## src/rtl/nco_pkg.sv

```systemverilog
package nco_pkg;
  parameter int NCO_DEF_STEP    = 125;
  parameter int NCO_DEF_MODULUS = 1944;

  function automatic int nco_half(input int m);
    return m / 2;
  endfunction
endpackage

```

## src/rtl/nco_phase_acc.sv

```systemverilog
module nco_phase_acc #(
  parameter int STEP    = 125,
  parameter int MODULUS = 1944,
  parameter int PW      = $clog2(MODULUS)
) (
  input  logic          clk,
  input  logic          rst,
  input  logic          en,
  output logic [PW-1:0] phase_o,
  output logic [PW-1:0] phase_nx_o,
  output logic          wrap_o
);
  localparam int SW = PW + 1;
  localparam logic [PW:0]   STEP_X = SW'(STEP);
  localparam logic [PW:0]   MOD_X  = SW'(MODULUS);
  localparam logic [PW-1:0] LAST   = PW'(MODULUS - 1);

  logic [PW-1:0] phase_q;
  logic          wrap_q;
  logic [PW:0]   sum;
  logic          carry;
  logic [PW-1:0] folded;
  logic          wrap_nx;

  always_comb begin
    sum     = SW'(phase_q) + STEP_X;
    carry   = (sum >= MOD_X);
    folded  = carry ? PW'(sum - MOD_X) : PW'(sum);
    phase_nx_o = en ? folded : phase_q;
    wrap_nx = en && carry;
  end

  always_ff @(posedge clk) begin
    if (rst) begin
      phase_q <= '0;
      wrap_q  <= 1'b0;
    end else begin
      phase_q <= phase_nx_o;
      wrap_q  <= wrap_nx;
    end
  end

  assign phase_o = phase_q;
  assign wrap_o  = wrap_q;

  // window bookkeeping used only by the R6 check
  logic [PW-1:0] win_q;
  logic [PW-1:0] wcnt_q;
  always_ff @(posedge clk) begin
    if (rst) begin
      win_q  <= '0;
      wcnt_q <= '0;
    end else if (en) begin
      if (win_q == LAST) begin
        win_q  <= '0;
        wcnt_q <= '0;
      end else begin
        win_q  <= win_q + 1'b1;
        wcnt_q <= wcnt_q + PW'(wrap_nx);
      end
    end
  end

  a_r7_phase_in_range: assert property (@(posedge clk) disable iff (rst)
    SW'(phase_q) < MOD_X);

  a_r4_idle_hold: assert property (@(posedge clk) disable iff (rst)
    (!$past(rst) && !$past(en)) |-> ($stable(phase_q) && !wrap_q));

  a_r2_plain_step: assert property (@(posedge clk) disable iff (rst)
    (!$past(rst) && $past(en) && !wrap_q) |->
      (SW'(phase_q) == SW'($past(phase_q)) + STEP_X));

  a_r3_fold_below_step: assert property (@(posedge clk) disable iff (rst)
    wrap_q |-> (SW'(phase_q) < STEP_X));

  a_r6_window_count: assert property (@(posedge clk) disable iff (rst)
    (en && win_q == LAST) |-> ((SW'(wcnt_q) + SW'(wrap_nx)) == STEP_X));
endmodule

```

## src/rtl/nco_sq_slicer.sv

```systemverilog
module nco_sq_slicer #(
  parameter int MODULUS = 1944,
  parameter int PW      = $clog2(MODULUS)
) (
  input  logic          clk,
  input  logic          rst,
  input  logic [PW-1:0] phase_nx_i,
  output logic          sq_o
);
  localparam logic [PW-1:0] HALF = PW'(nco_pkg::nco_half(MODULUS));

  always_ff @(posedge clk) begin
    if (rst) sq_o <= 1'b1;
    else     sq_o <= (phase_nx_i < HALF);
  end
endmodule

```

## src/rtl/rr_mod_nco.sv

```systemverilog
module rr_mod_nco #(
  parameter int STEP    = nco_pkg::NCO_DEF_STEP,
  parameter int MODULUS = nco_pkg::NCO_DEF_MODULUS,
  parameter int PW      = $clog2(MODULUS)
) (
  input  logic          clk,
  input  logic          rst,
  input  logic          en,
  output logic          sq_out,
  output logic          wrap,
  output logic [PW-1:0] phase
);
  localparam logic [PW-1:0] HALF = PW'(nco_pkg::nco_half(MODULUS));

  logic [PW-1:0] phase_nx;

  nco_phase_acc #(.STEP(STEP), .MODULUS(MODULUS), .PW(PW)) u_acc (
    .clk(clk), .rst(rst), .en(en),
    .phase_o(phase), .phase_nx_o(phase_nx), .wrap_o(wrap)
  );

  nco_sq_slicer #(.MODULUS(MODULUS), .PW(PW)) u_sq (
    .clk(clk), .rst(rst), .phase_nx_i(phase_nx), .sq_o(sq_out)
  );

  a_r5_sq_tracks_phase: assert property (@(posedge clk) disable iff (rst)
    sq_out == (phase < HALF));

  a_r1_reset_state: assert property (@(posedge clk)
    $past(rst) |-> (phase == '0 && !wrap && sq_out));
endmodule

```

## config.mk

```make
export PLATFORM = sky130hd
export DESIGN_NAME = rr_mod_nco
export DESIGN_NICKNAME = d
export VERILOG_FILES = /design/src/rtl/nco_pkg.sv /design/src/rtl/nco_phase_acc.sv /design/src/rtl/nco_sq_slicer.sv /design/src/rtl/rr_mod_nco.sv
export SDC_FILE = /design/constraint.sdc
export NUM_CORES = 1
export LEC_CHECK = 0
export BUFFER_PORTS_ARGS = -buffer_cell sky130_fd_sc_hd__buf_2
export CORE_UTILIZATION = 60
export CTS_BUF_LIST = sky130_fd_sc_hd__clkbuf_4 sky130_fd_sc_hd__clkbuf_8 sky130_fd_sc_hd__clkbuf_16
export DETAILED_ROUTE_END_ITERATION = 7
export PLACE_DENSITY = 0.82
export SETUP_SLACK_MARGIN = 0.05
export SLEW_MARGIN = 10
export SYNTH_ARGS = -nofsm -noshare
export SYNTH_HDL_FRONTEND = slang
export SYNTH_SLANG_ARGS = --single-unit
```

## constraint.sdc

```tcl
create_clock -name clk -period 4.2 [get_ports clk]
set_clock_uncertainty 0.05 [all_clocks]
set_input_delay 0.84 -clock clk [delete_from_list [all_inputs] [get_ports clk]]
set_output_delay 0.84 -clock clk [all_outputs]
set_load 0.05 [all_outputs]
```

==> results.md <==
- Clk sink count: 13
- Core occupancy in the finished layout: 67.2%
- Maximum fanout encountered on the critical timing path: 11
- Routability congestion estimate: 0.894
- Layout Cells excl Fill: 182
- Flop and latch count out of synthesis: 13
- TritonCTS clock tree: done
- Count of different cell masters after synthesis: 54
- Post-synthesis sequential area ratio: 20.5%
- Area enclosed by the die boundary: 0.00230 mm^2
- Layout overhead on the synthesized area: 5.13%
- Initial detailed-routing violation count: 48
- Slew at the pin closest to its max-slew limit: 0.690 ns
- Critical path launch point: u_acc.phase_o[0]$_SDFFE_PP0P_
- Detailed-route wire length: 2.91 mm
- Wire per inst: 16.0 um
- Final setup vio count: 0
- Post-CTS Hold Buffers: 0
- Final critical delay including setup and external delays: 2.96 ns
- First drt pass iteration count: 4
- Total of cells resized after clock tree synthesis: 0
- Data arrival time at the worst-slack endpoint: 3.10 ns
- Kind of start point of the critical path: flop
- Die width: 48.0 um
- Average footprint of a synthesized cell: 8.51 um^2
- Final HPWL from detailed placement: 2.19 mm
- Remaining design rule violation count: 0
- Num CTS Buffers: 3
- Number of fill cells in the layout: 153
- First-pass GRT wire length: 4.53 mm
- Top Ports: 16
- Row count: 16
- Number of global-route vias before repair: 993
- Final hold vios: 0
- Most common cell after layout, fill and taps aside: sky130_fd_sc_hd__buf_2
- Floorplan core area: 0.00198 mm^2
- Max-Slew Margin vs Limit: 54.0%
- Mapped Nets: 155
- Worst-case reg-to-reg path depth: 9
- Worst VDD drop: 331 uV
- Aggregate negative setup slack: 0 ns
- Cells after synthesis: 149
- Max clock buf depth: 2
- Worst setup path class: reg -> reg
- Most used flip-flop cell after synthesis: sky130_fd_sc_hd__dfxtp_1
- Combined area of all synthesized cells: 0.00127 mm^2
- Path class of the lowest-slack min-delay path: reg -> reg
- Number of antenna diodes: 0
- Via density per instance: 6.68
- Static leakage power: 0.507 nW
- Fmax: 338 MHz
- Async set-or-reset flop fraction in the synthesized netlist: 0%
- Synth warnings: 0
- Multi-input combinational cell area: 922 um^2
- H-tree Lvls: 1
- Clock-pin transition on the worst setup and hold timing paths: 0.08 ns
- Data required time at the worst endpoint: 4.34 ns
- Total global routing track utilization: 28.1%
- Buffer cell driving the clock tree root: sky130_fd_sc_hd__clkbuf_4
- Final period util: 70.5%
- Via count: 1,216
- Clock insertion delay at the later pin of the skew report: 0.28 ns
- EDFF count, synth: 0
- Initial core utilization: 64.0%
- Kind of end point of the critical path: flop
- Largest net degree at the start of global routing: 17
- Initial antenna violation count: 0
- Endpoint of the worst setup timing path: u_sq.sq_o$_SDFF_PP1_
- Max-slew violation count: 0
- Status: completed
- Reg-to-reg startpoint: u_acc.phase_o[0]$_SDFFE_PP0P_
- Worst flop-to-flop path endpoint: u_sq.sq_o$_SDFF_PP1_
- Number of I/O port buffers: 15
- Total overflow reported by the global router: 0
- Post-DRT Antenna Nets: 0
- Setup repair after global routing missed its margin: no
- Setup Buffers After CTS: 0
- Reg area: 260 um^2
- Most frequent cells in the layout: sky130_fd_sc_hd__buf_2, sky130_fd_sc_hd__nor2_1, sky130_fd_sc_hd__dfxtp_1
- Pwr dens: 397 mW/mm^2
- Vertical die dimension: 48.0 um
- Placed instance count: 178
- Share of post-route cells with drive strength above 1: 23.9%
- Setup slack, reg-to-reg: 1.24 ns
- Number of nets in the layout: 162
- Max-cap check violation count: 0
[metrics by stage]
| step | area [um^2] | setup slack, ns | total power, mW | hold slack [ns] |
|---|---|---|---|---|
| 2_1_floorplan | 1270 | 1.29 | 0.403 | 0.778 |
| 3_3_place_gp | 1300 | 1.38 | 0.436 | 0.603 |
| 3_5_place_dp | 1300 | 1.29 | 0.444 | 0.611 |
| 4_1_cts | 1330 | 1.24 | 0.526 | 0.626 |
| 5_1_grt | 1330 | 1.03 | 0.562 | 0.661 |
| 6_report | 1330 | 1.24 | 0.529 | 0.631 |
[worst min-delay path by stage]
stage	from	end	slack [ns]	cells after the start
finish	u_acc.phase_o[6]$_SDFF_PP0_	u_acc.phase_o[6]$_SDFF_PP0_	0.63	2
global route	u_acc.phase_o[6]$_SDFF_PP0_	u_acc.phase_o[6]$_SDFF_PP0_	0.66	2
CTS	u_acc.phase_o[6]$_SDFF_PP0_	u_acc.phase_o[6]$_SDFF_PP0_	0.63	2
detailed placement	u_acc.phase_o[6]$_SDFF_PP0_	u_acc.phase_o[6]$_SDFF_PP0_	0.61	2
global placement	u_acc.phase_o[6]$_SDFF_PP0_	u_acc.phase_o[6]$_SDFF_PP0_	0.60	2
floorplan	u_acc.phase_o[6]$_SDFF_PP0_	u_acc.phase_o[6]$_SDFF_PP0_	0.78	2
[report_power, final]
part | total [mW] | internal, mW | leakage (nW) | switching [mW]
combinational | 0.265 | 0.0975 | 0.381 | 0.168
sequential | 0.181 | 0.137 | 0.107 | 0.0447
clock | 0.0828 | 0.0433 | 0.0184 | 0.0396
total | 0.529 | 0.277 | 0.507 | 0.252
[final cells by class]
| cell class | count | area share (%) |
|---|---|---|
| inverters | 3 | 0.845 |
| flip-flops and latches | 13 | 19.5 |
| multi-input cells | 120 | 69.2 |
| repair buffers | 15 | 5.63 |
| well taps | 27 | 2.54 |
| clock buffers | 4 | 2.25 |
[logic make-up (layout without fill, tap and decap cells)]
logic type | Yosys count | after routing | share of synthesized area [%]
buf+inv | 16 | 22 | 6.71
mux | 4 | 4 | 3.36
fa+ha+maj | 3 | 3 | 2.96
flops | 13 | 13 | 20.5
xor+xnor | 12 | 12 | 8.29
compound gates | 36 | 36 | 27.5
simple gates | 65 | 65 | 30.6
[flip-flops by register name (all words and copies together), names as in the netlist]
| register | flops |
|---|---|
| u_sq.sq_o | 1 |
| u_acc.wrap_o | 1 |
| u_acc.phase_o | 11 |
[routing by layer]
metal,GRT usage [%],routed length [um],share of wire (%),vias up
met3,4.53,167,5.7,5
met1,39.1,1320,46,589
met5,0,0,0,-
met2,45.1,1400,48,42
met4,6.67,19,0.65,0
li1,-,-,-,580
[critical path, cell delays in order (launching register included)]
cell and delay, ns:
sky130_fd_sc_hd__dfxtp_1 0.44, sky130_fd_sc_hd__ha_1 0.37, sky130_fd_sc_hd__or3_1 0.46, sky130_fd_sc_hd__xnor2_1 0.17
sky130_fd_sc_hd__ha_1 0.24, sky130_fd_sc_hd__or3_1 0.37, sky130_fd_sc_hd__and4b_4 0.35, sky130_fd_sc_hd__nor3_4 0.05
sky130_fd_sc_hd__xnor2_1 0.15, sky130_fd_sc_hd__o31ai_2 0.23
[Yosys cell counts, types with 2 or more instances]
master                     number  area share (%)
sky130_fd_sc_hd__a211o_1        4             2.8
sky130_fd_sc_hd__a21oi_1        8             3.2
sky130_fd_sc_hd__a31oi_1        2            0.99
sky130_fd_sc_hd__and4b_1        2             1.6
sky130_fd_sc_hd__buf_2          5             2.0
sky130_fd_sc_hd__buf_6          2             1.8
sky130_fd_sc_hd__clkbuf_1       5             1.5
sky130_fd_sc_hd__dfxtp_1       13              21
sky130_fd_sc_hd__ha_1           3             3.0
sky130_fd_sc_hd__inv_1          2            0.59
sky130_fd_sc_hd__mux2_2         2             1.8
sky130_fd_sc_hd__mux2i_1        2             1.6
sky130_fd_sc_hd__nand2_1       12             3.6
sky130_fd_sc_hd__nand2b_1       3             1.5
sky130_fd_sc_hd__nand3_1        5             2.0
sky130_fd_sc_hd__nand4_1        5             2.5
sky130_fd_sc_hd__nor2_1        14             4.1
sky130_fd_sc_hd__nor2b_1        2            0.99
sky130_fd_sc_hd__nor3_1         8             3.2
sky130_fd_sc_hd__nor3_4         2             2.6
sky130_fd_sc_hd__nor4_1         3             1.5
sky130_fd_sc_hd__o31ai_1        2             1.2
sky130_fd_sc_hd__or3_1          2            0.99
sky130_fd_sc_hd__xnor2_1        9             6.2
sky130_fd_sc_hd__xor2_1         3             2.1
No activity file was read; power rests on OpenSTA's default activity.
